### src/rtl/rnd_pkg.sv
package rnd_pkg;

  localparam int LFSR_W = 16;

  typedef enum logic [2:0] {
    RM_ZERO = 3'd0,
    RM_INF  = 3'd1,
    RM_DYN  = 3'd2,
    RM_RAND = 3'd3,
    RM_EVEN = 3'd4
  } rnd_mode_e;

  // Galois right-shift step, feedback mask for x^16+x^14+x^13+x^11+1
  function automatic logic [LFSR_W-1:0] lfsr_next(input logic [LFSR_W-1:0] st);
    logic [LFSR_W-1:0] nx;
    nx = st >> 1;
    if (st[0]) nx = nx ^ 16'hB400;
    return nx;
  endfunction

endpackage

### src/rtl/rnd_lfsr.sv
module rnd_lfsr
  import rnd_pkg::*;
(
  input  logic              clk,
  input  logic              rst_n,
  input  logic [LFSR_W-1:0] seed,
  input  logic              step,
  output logic [LFSR_W-1:0] state
);

  logic [LFSR_W-1:0] seed_safe;
  assign seed_safe = (seed == '0) ? LFSR_W'(1) : seed;

  always_ff @(posedge clk) begin
    if (!rst_n)    state <= seed_safe;
    else if (step) state <= lfsr_next(state);
  end

  // the generator never locks into the all-zero state
  assert_lfsr_nonzero_R7: assert property (@(posedge clk) disable iff (!rst_n)
    state != '0);

  // the state moves only on valid samples
  assert_lfsr_hold_R7: assert property (@(posedge clk) disable iff (!rst_n)
    !step |=> $stable(state));

endmodule

### src/rtl/rnd_bias.sv
module rnd_bias
  import rnd_pkg::*;
#(
  parameter int W  = 32,
  parameter int SW = $clog2(W)
) (
  input  logic [W-1:0]  data,
  input  logic [SW-1:0] shift,
  input  logic [2:0]    mode,
  input  logic [W-1:0]  dyn,
  input  logic [W-1:0]  rnd,
  output logic [W-1:0]  bias,
  output logic          tie
);

  function automatic logic [W-1:0] low_mask(input logic [SW-1:0] s);
    return ~({W{1'b1}} << s);
  endfunction

  function automatic logic [W-1:0] half_lsb(input logic [SW-1:0] s);
    return (W'(1) << s) >> 1;
  endfunction

  logic [W-1:0] mask, half;
  logic         neg, keep_lsb, zero_sh;

  assign mask     = low_mask(shift);
  assign half     = half_lsb(shift);
  assign neg      = data[W-1];
  assign keep_lsb = data[shift];
  assign zero_sh  = (shift == '0);
  assign tie      = !zero_sh && ((data & mask) == half);

  always_comb begin
    case (mode)
      RM_ZERO: bias = neg ? mask : '0;
      RM_INF:  bias = zero_sh ? '0 : (neg ? half - W'(1) : half);
      RM_EVEN: bias = zero_sh ? '0 : half - W'(1) + W'(keep_lsb);
      RM_DYN:  bias = dyn & mask;
      RM_RAND: bias = rnd & mask;
      default: bias = '0;
    endcase
  end

endmodule

### src/rtl/rnd_sum.sv
module rnd_sum #(
  parameter int W  = 32,
  parameter int SW = $clog2(W)
) (
  input  logic [W-1:0]  data,
  input  logic [W-1:0]  bias,
  input  logic [SW-1:0] shift,
  output logic [W-1:0]  result
);

  function automatic logic [W-1:0] add_shift(input logic [W-1:0] x,
                                             input logic [W-1:0] b,
                                             input logic [SW-1:0] s);
    logic signed [W:0] sum;
    logic signed [W:0] sh;
    sum = $signed({x[W-1], x}) + $signed({1'b0, b});
    sh  = sum >>> s;
    return sh[W-1:0];
  endfunction

  assign result = add_shift(data, bias, shift);

endmodule

### src/rtl/round_stage.sv
module round_stage
  import rnd_pkg::*;
#(
  parameter int IN_W = 32
) (
  input  logic                     clk,
  input  logic                     rst_n,
  input  logic                     in_valid,
  input  logic [IN_W-1:0]          in_data,
  input  logic [$clog2(IN_W)-1:0]  in_shift,
  input  logic [2:0]               in_mode,
  input  logic [IN_W-1:0]          dyn_bias,
  input  logic [LFSR_W-1:0]        lfsr_seed,
  output logic                     out_valid,
  output logic [IN_W-1:0]          out_data
);

  localparam int SH_W = $clog2(IN_W);

  logic [LFSR_W-1:0] lfsr_state;
  logic [IN_W-1:0]   rnd_wide;
  logic [IN_W-1:0]   bias_w;
  logic [IN_W-1:0]   rounded_w;
  logic              tie_w;

  rnd_lfsr u_lfsr (
    .clk   (clk),
    .rst_n (rst_n),
    .seed  (lfsr_seed),
    .step  (in_valid),
    .state (lfsr_state)
  );

  generate
    if (IN_W >= LFSR_W) begin : g_pad
      assign rnd_wide = {{(IN_W-LFSR_W){1'b0}}, lfsr_state};
    end else begin : g_cut
      assign rnd_wide = lfsr_state[IN_W-1:0];
    end
  endgenerate

  rnd_bias #(.W(IN_W), .SW(SH_W)) u_bias (
    .data  (in_data),
    .shift (in_shift),
    .mode  (in_mode),
    .dyn   (dyn_bias),
    .rnd   (rnd_wide),
    .bias  (bias_w),
    .tie   (tie_w)
  );

  rnd_sum #(.W(IN_W), .SW(SH_W)) u_sum (
    .data   (in_data),
    .bias   (bias_w),
    .shift  (in_shift),
    .result (rounded_w)
  );

  always_ff @(posedge clk) begin
    if (!rst_n) begin
      out_valid <= 1'b0;
      out_data  <= '0;
    end else begin
      out_valid <= in_valid;
      if (in_valid) out_data <= rounded_w;
    end
  end

  // result appears one cycle after a valid sample
  assert_latency_R1: assert property (@(posedge clk) disable iff (!rst_n)
    in_valid |=> out_valid);

  // idle cycles leave the output untouched
  assert_hold_R1: assert property (@(posedge clk) disable iff (!rst_n)
    !in_valid |=> (!out_valid && $stable(out_data)));

  // a non-negative value never rounds to a negative result toward zero
  assert_zero_sign_R3: assert property (@(posedge clk) disable iff (!rst_n)
    (in_valid && in_mode == RM_ZERO && !in_data[IN_W-1]) |=> !out_data[IN_W-1]);

  // exact ties land on an even result
  assert_even_tie_R5: assert property (@(posedge clk) disable iff (!rst_n)
    (in_valid && in_mode == RM_EVEN && tie_w) |=> !out_data[0]);

  // no discarded bits means pass-through
  assert_shift0_R8: assert property (@(posedge clk) disable iff (!rst_n)
    (in_valid && in_shift == '0) |=> (out_data == $past(in_data)));

endmodule

### config.mk
export PLATFORM = sky130hd
export DESIGN_NAME = round_stage
export DESIGN_NICKNAME = d
export VERILOG_FILES = /design/src/rtl/rnd_pkg.sv /design/src/rtl/rnd_lfsr.sv /design/src/rtl/rnd_bias.sv /design/src/rtl/rnd_sum.sv /design/src/rtl/round_stage.sv
export SDC_FILE = /design/constraint.sdc
export NUM_CORES = 1
export LEC_CHECK = 0
export ABC_AREA = 1
export BUFFER_PORTS_ARGS = -buffer_cell sky130_fd_sc_hd__buf_2
export CAP_MARGIN = 20
export CORE_MARGIN = 1
export CORE_UTILIZATION = 35
export CTS_BUF_LIST = sky130_fd_sc_hd__clkbuf_8 sky130_fd_sc_hd__clkbuf_16
export DETAILED_ROUTE_END_ITERATION = 10
export HOLD_SLACK_MARGIN = 0.05
export PLACE_DENSITY = 0.56
export SYNTH_ARGS = -nofsm -noshare
export SYNTH_HDL_FRONTEND = slang
export SYNTH_HIERARCHICAL = 1
export SYNTH_SLANG_ARGS = --single-unit
### constraint.sdc
create_clock -name clk -period 5.1 [get_ports clk]
set_input_delay 0.255 -clock clk [delete_from_list [all_inputs] [get_ports clk]]
set_output_delay 0.255 -clock clk [all_outputs]
set_load 0.02 [all_outputs]
==> flow_summary.ini <==
[grt]
grt_use_total = 0.314
grt_pass1_vias = 12865
grt_overflow = 0
use_met3 = 0.0300
met2_usage = 0.454
grt_max_degree = 67
grt_pass1_wl_mm = 74.3
grt-busiest-layer = met1
grt_util_met1 = 0.490
antenna_found_initial = 0

[placement]
hpwl_mm = 40.3
placed_cell_area_sq_mm = 0.0130
routabilityCongestion = 0.997
dp.cells = 2683
io_buffers = 122

[synthesis]
syn_area_sq_mm = 0.0104
syn_avg_cell_area_sq_um = 5.21
syn_inst = 1995
ys_warn_count = 6

[floorplanning]
die_area_sq_mm = 0.0304
rows = 62
fp.coreArea_sq_mm = 0.0289
die_h_um = 174
dieWidth_um = 174
start_util = 0.359
io_pins = 124

[timing]
finalHoldViolations = 0
fin_skew_ps = 10.6
fmax_mhz = 203
worstMarginPinSlew_ps = 1270
slew_violations = 0
period_share = 0.966
finalCriticalPeriod_ps = 4930
rsz0062_at_grt = yes
setup_viol = 0
relSlewSlack = 0.153
whs_ps = 240

[cts]
clockBufferDepth = 2
cts_tree = done
clk_pin_slew_ps = 80
cts_hold_buf = 0
cts_root_buf = clkbuf_16
cts_num_sinks = 49
htreeDepth = 2
worstSkewPairLatency_ps = 300
cts_buffers = 5

[setup_path]
worst_path_largest_cell_delay_ps = 260
crit_type = in2reg
critPathRequiredTime_ps = 5340
crit_top_cell = nand2_1
crit_path_end_kind = flop
arrival_ps = 5170
cp_slowest_cell = ha_4
cp_max_fo = 6
start_kind = input pin

[routing]
wire_per_inst_um = 18.4
drt_wl_total_mm = 49.9
postRouteAntennaNets = 0
drc = 0
drt_pass1_iterations = 7
via_per_inst = 5.29
drtIter0Drc = 1530
via_count = 14365

[cells_and_area]
fillers = 3140
final_cell_count_no_fill = 2715
area_growth_pct = 41.1
num_antenna_cells = 0
regArea_sq_mm = 0.00114
design_area_sq_mm = 0.0147
nets = 2457
multiInputGateArea_sq_mm = 0.00915
drive_gt1_frac = 0.314

[hold_path]
hp-class = in2reg

[run]
maxCapViolations = 0

[pwr]
leakagePower_nw = 7.93
vdd_ir_drop_max_mv = 0.236
p_per_area_mw_per_mm2 = 182

[status]
status = completed
## critical path, delay by kind of cell
family,cells,cell delay [ps]
adder cells (fa/ha/maj),2,450
buffers and inverters,6,700
AND/OR/NAND/NOR,27,3110
AO/OA/AOI/OAI,4,670
## where the power goes
| group | internal (mW) | total [mW] | switching [mW] |
|---|---|---|---|
| sequential | 0.442 | 0.467 | 0.0249 |
| combinational | 0.717 | 1.85 | 1.14 |
| clock | 0.188 | 0.350 | 0.162 |
| total | 1.35 | 2.67 | 1.32 |
## through the flow
stage	power [mW]	setup TNS, ps	setup WS (ps)	util
4_1_cts	2.42	0	5.88	0.458
6_report	2.67	0	173	0.506
2_1_floorplan	1.41	0	606	-
3_5_place_dp	2.04	-17870	-686	0.449
3_3_place_gp	2.04	-17270	-666	0.449
5_1_grt	2.86	-1450	-103	0.506
## per-layer routing
metal | vias up | share of wire
li1 | 7053 | -
met1 | 6621 | 0.48
met2 | 635 | 0.41
met3 | 56 | 0.086
met4 | 0 | 0.023
met5 | - | 0
## timing repair
action / in CTS / in global routing
hold endpoints to repair: 0 / 0
gates resized for setup: 28 / 266
setup endpoints to repair: 32 / 32
pin swaps: 3 / 109
buffers inserted: 0 / 24
## worst paths after layout
check / startpoint / end / slack [ps] / depth (start not counted)
worst min register to register: out_data[11] / out_data[11] / 470 / 2
worst min-delay path: lfsr_seed[5] / u_lfsr/state[5] / 240 / 3
worst max register to register: u_lfsr/state[15] / out_data[30] / 1200 / 28
worst max-delay path: in_shift[1] / out_data[19] / 170 / 39
## final cells by class
cell class | count | share of cell area
inverters | 241 | 0.0622
well taps | 384 | 0.0328
multi-input cells | 1636 | 0.625
clock inverters | 3 | 0.00179
flip-flops and latches | 49 | 0.0779
clock buffers | 5 | 0.00854
repair buffers | 397 | 0.192
## sequential cells by signal, summed over array words and instances, names as in the netlist
signal	cells
out_data	32
out_valid	1
u_lfsr/state	16
## cell usage in the layout (no fill, tap or decap), types with 4 or more instances in the layout
master and instances:
nand2_2 77, clkbuf_16 5, a21oi_1 55, o211ai_1 5, nand2_4 16, nor2_4 21
nand4_1 27, edfxtp_1 16, nand3_2 86, ha_4 24, o2111ai_1 16, nand3_1 200
nand3b_1 12, nand3_4 9, o21ai_1 9, a21oi_2 15, o21ai_0 53, nor3_1 8
ha_1 10, buf_2 120, a22oi_1 14, inv_1 220, nor3_4 4, nor2_2 27
clkinv_1 4, dfxtp_1 33, xor2_1 9, buf_12 6, inv_2 14, or2_2 8
xnor2_1 5, nand2_1 663, xor2_2 4, conb_1 16, buf_6 12, buf_4 257
nor2_1 204
No activity file was read; power rests on OpenSTA's default activity.
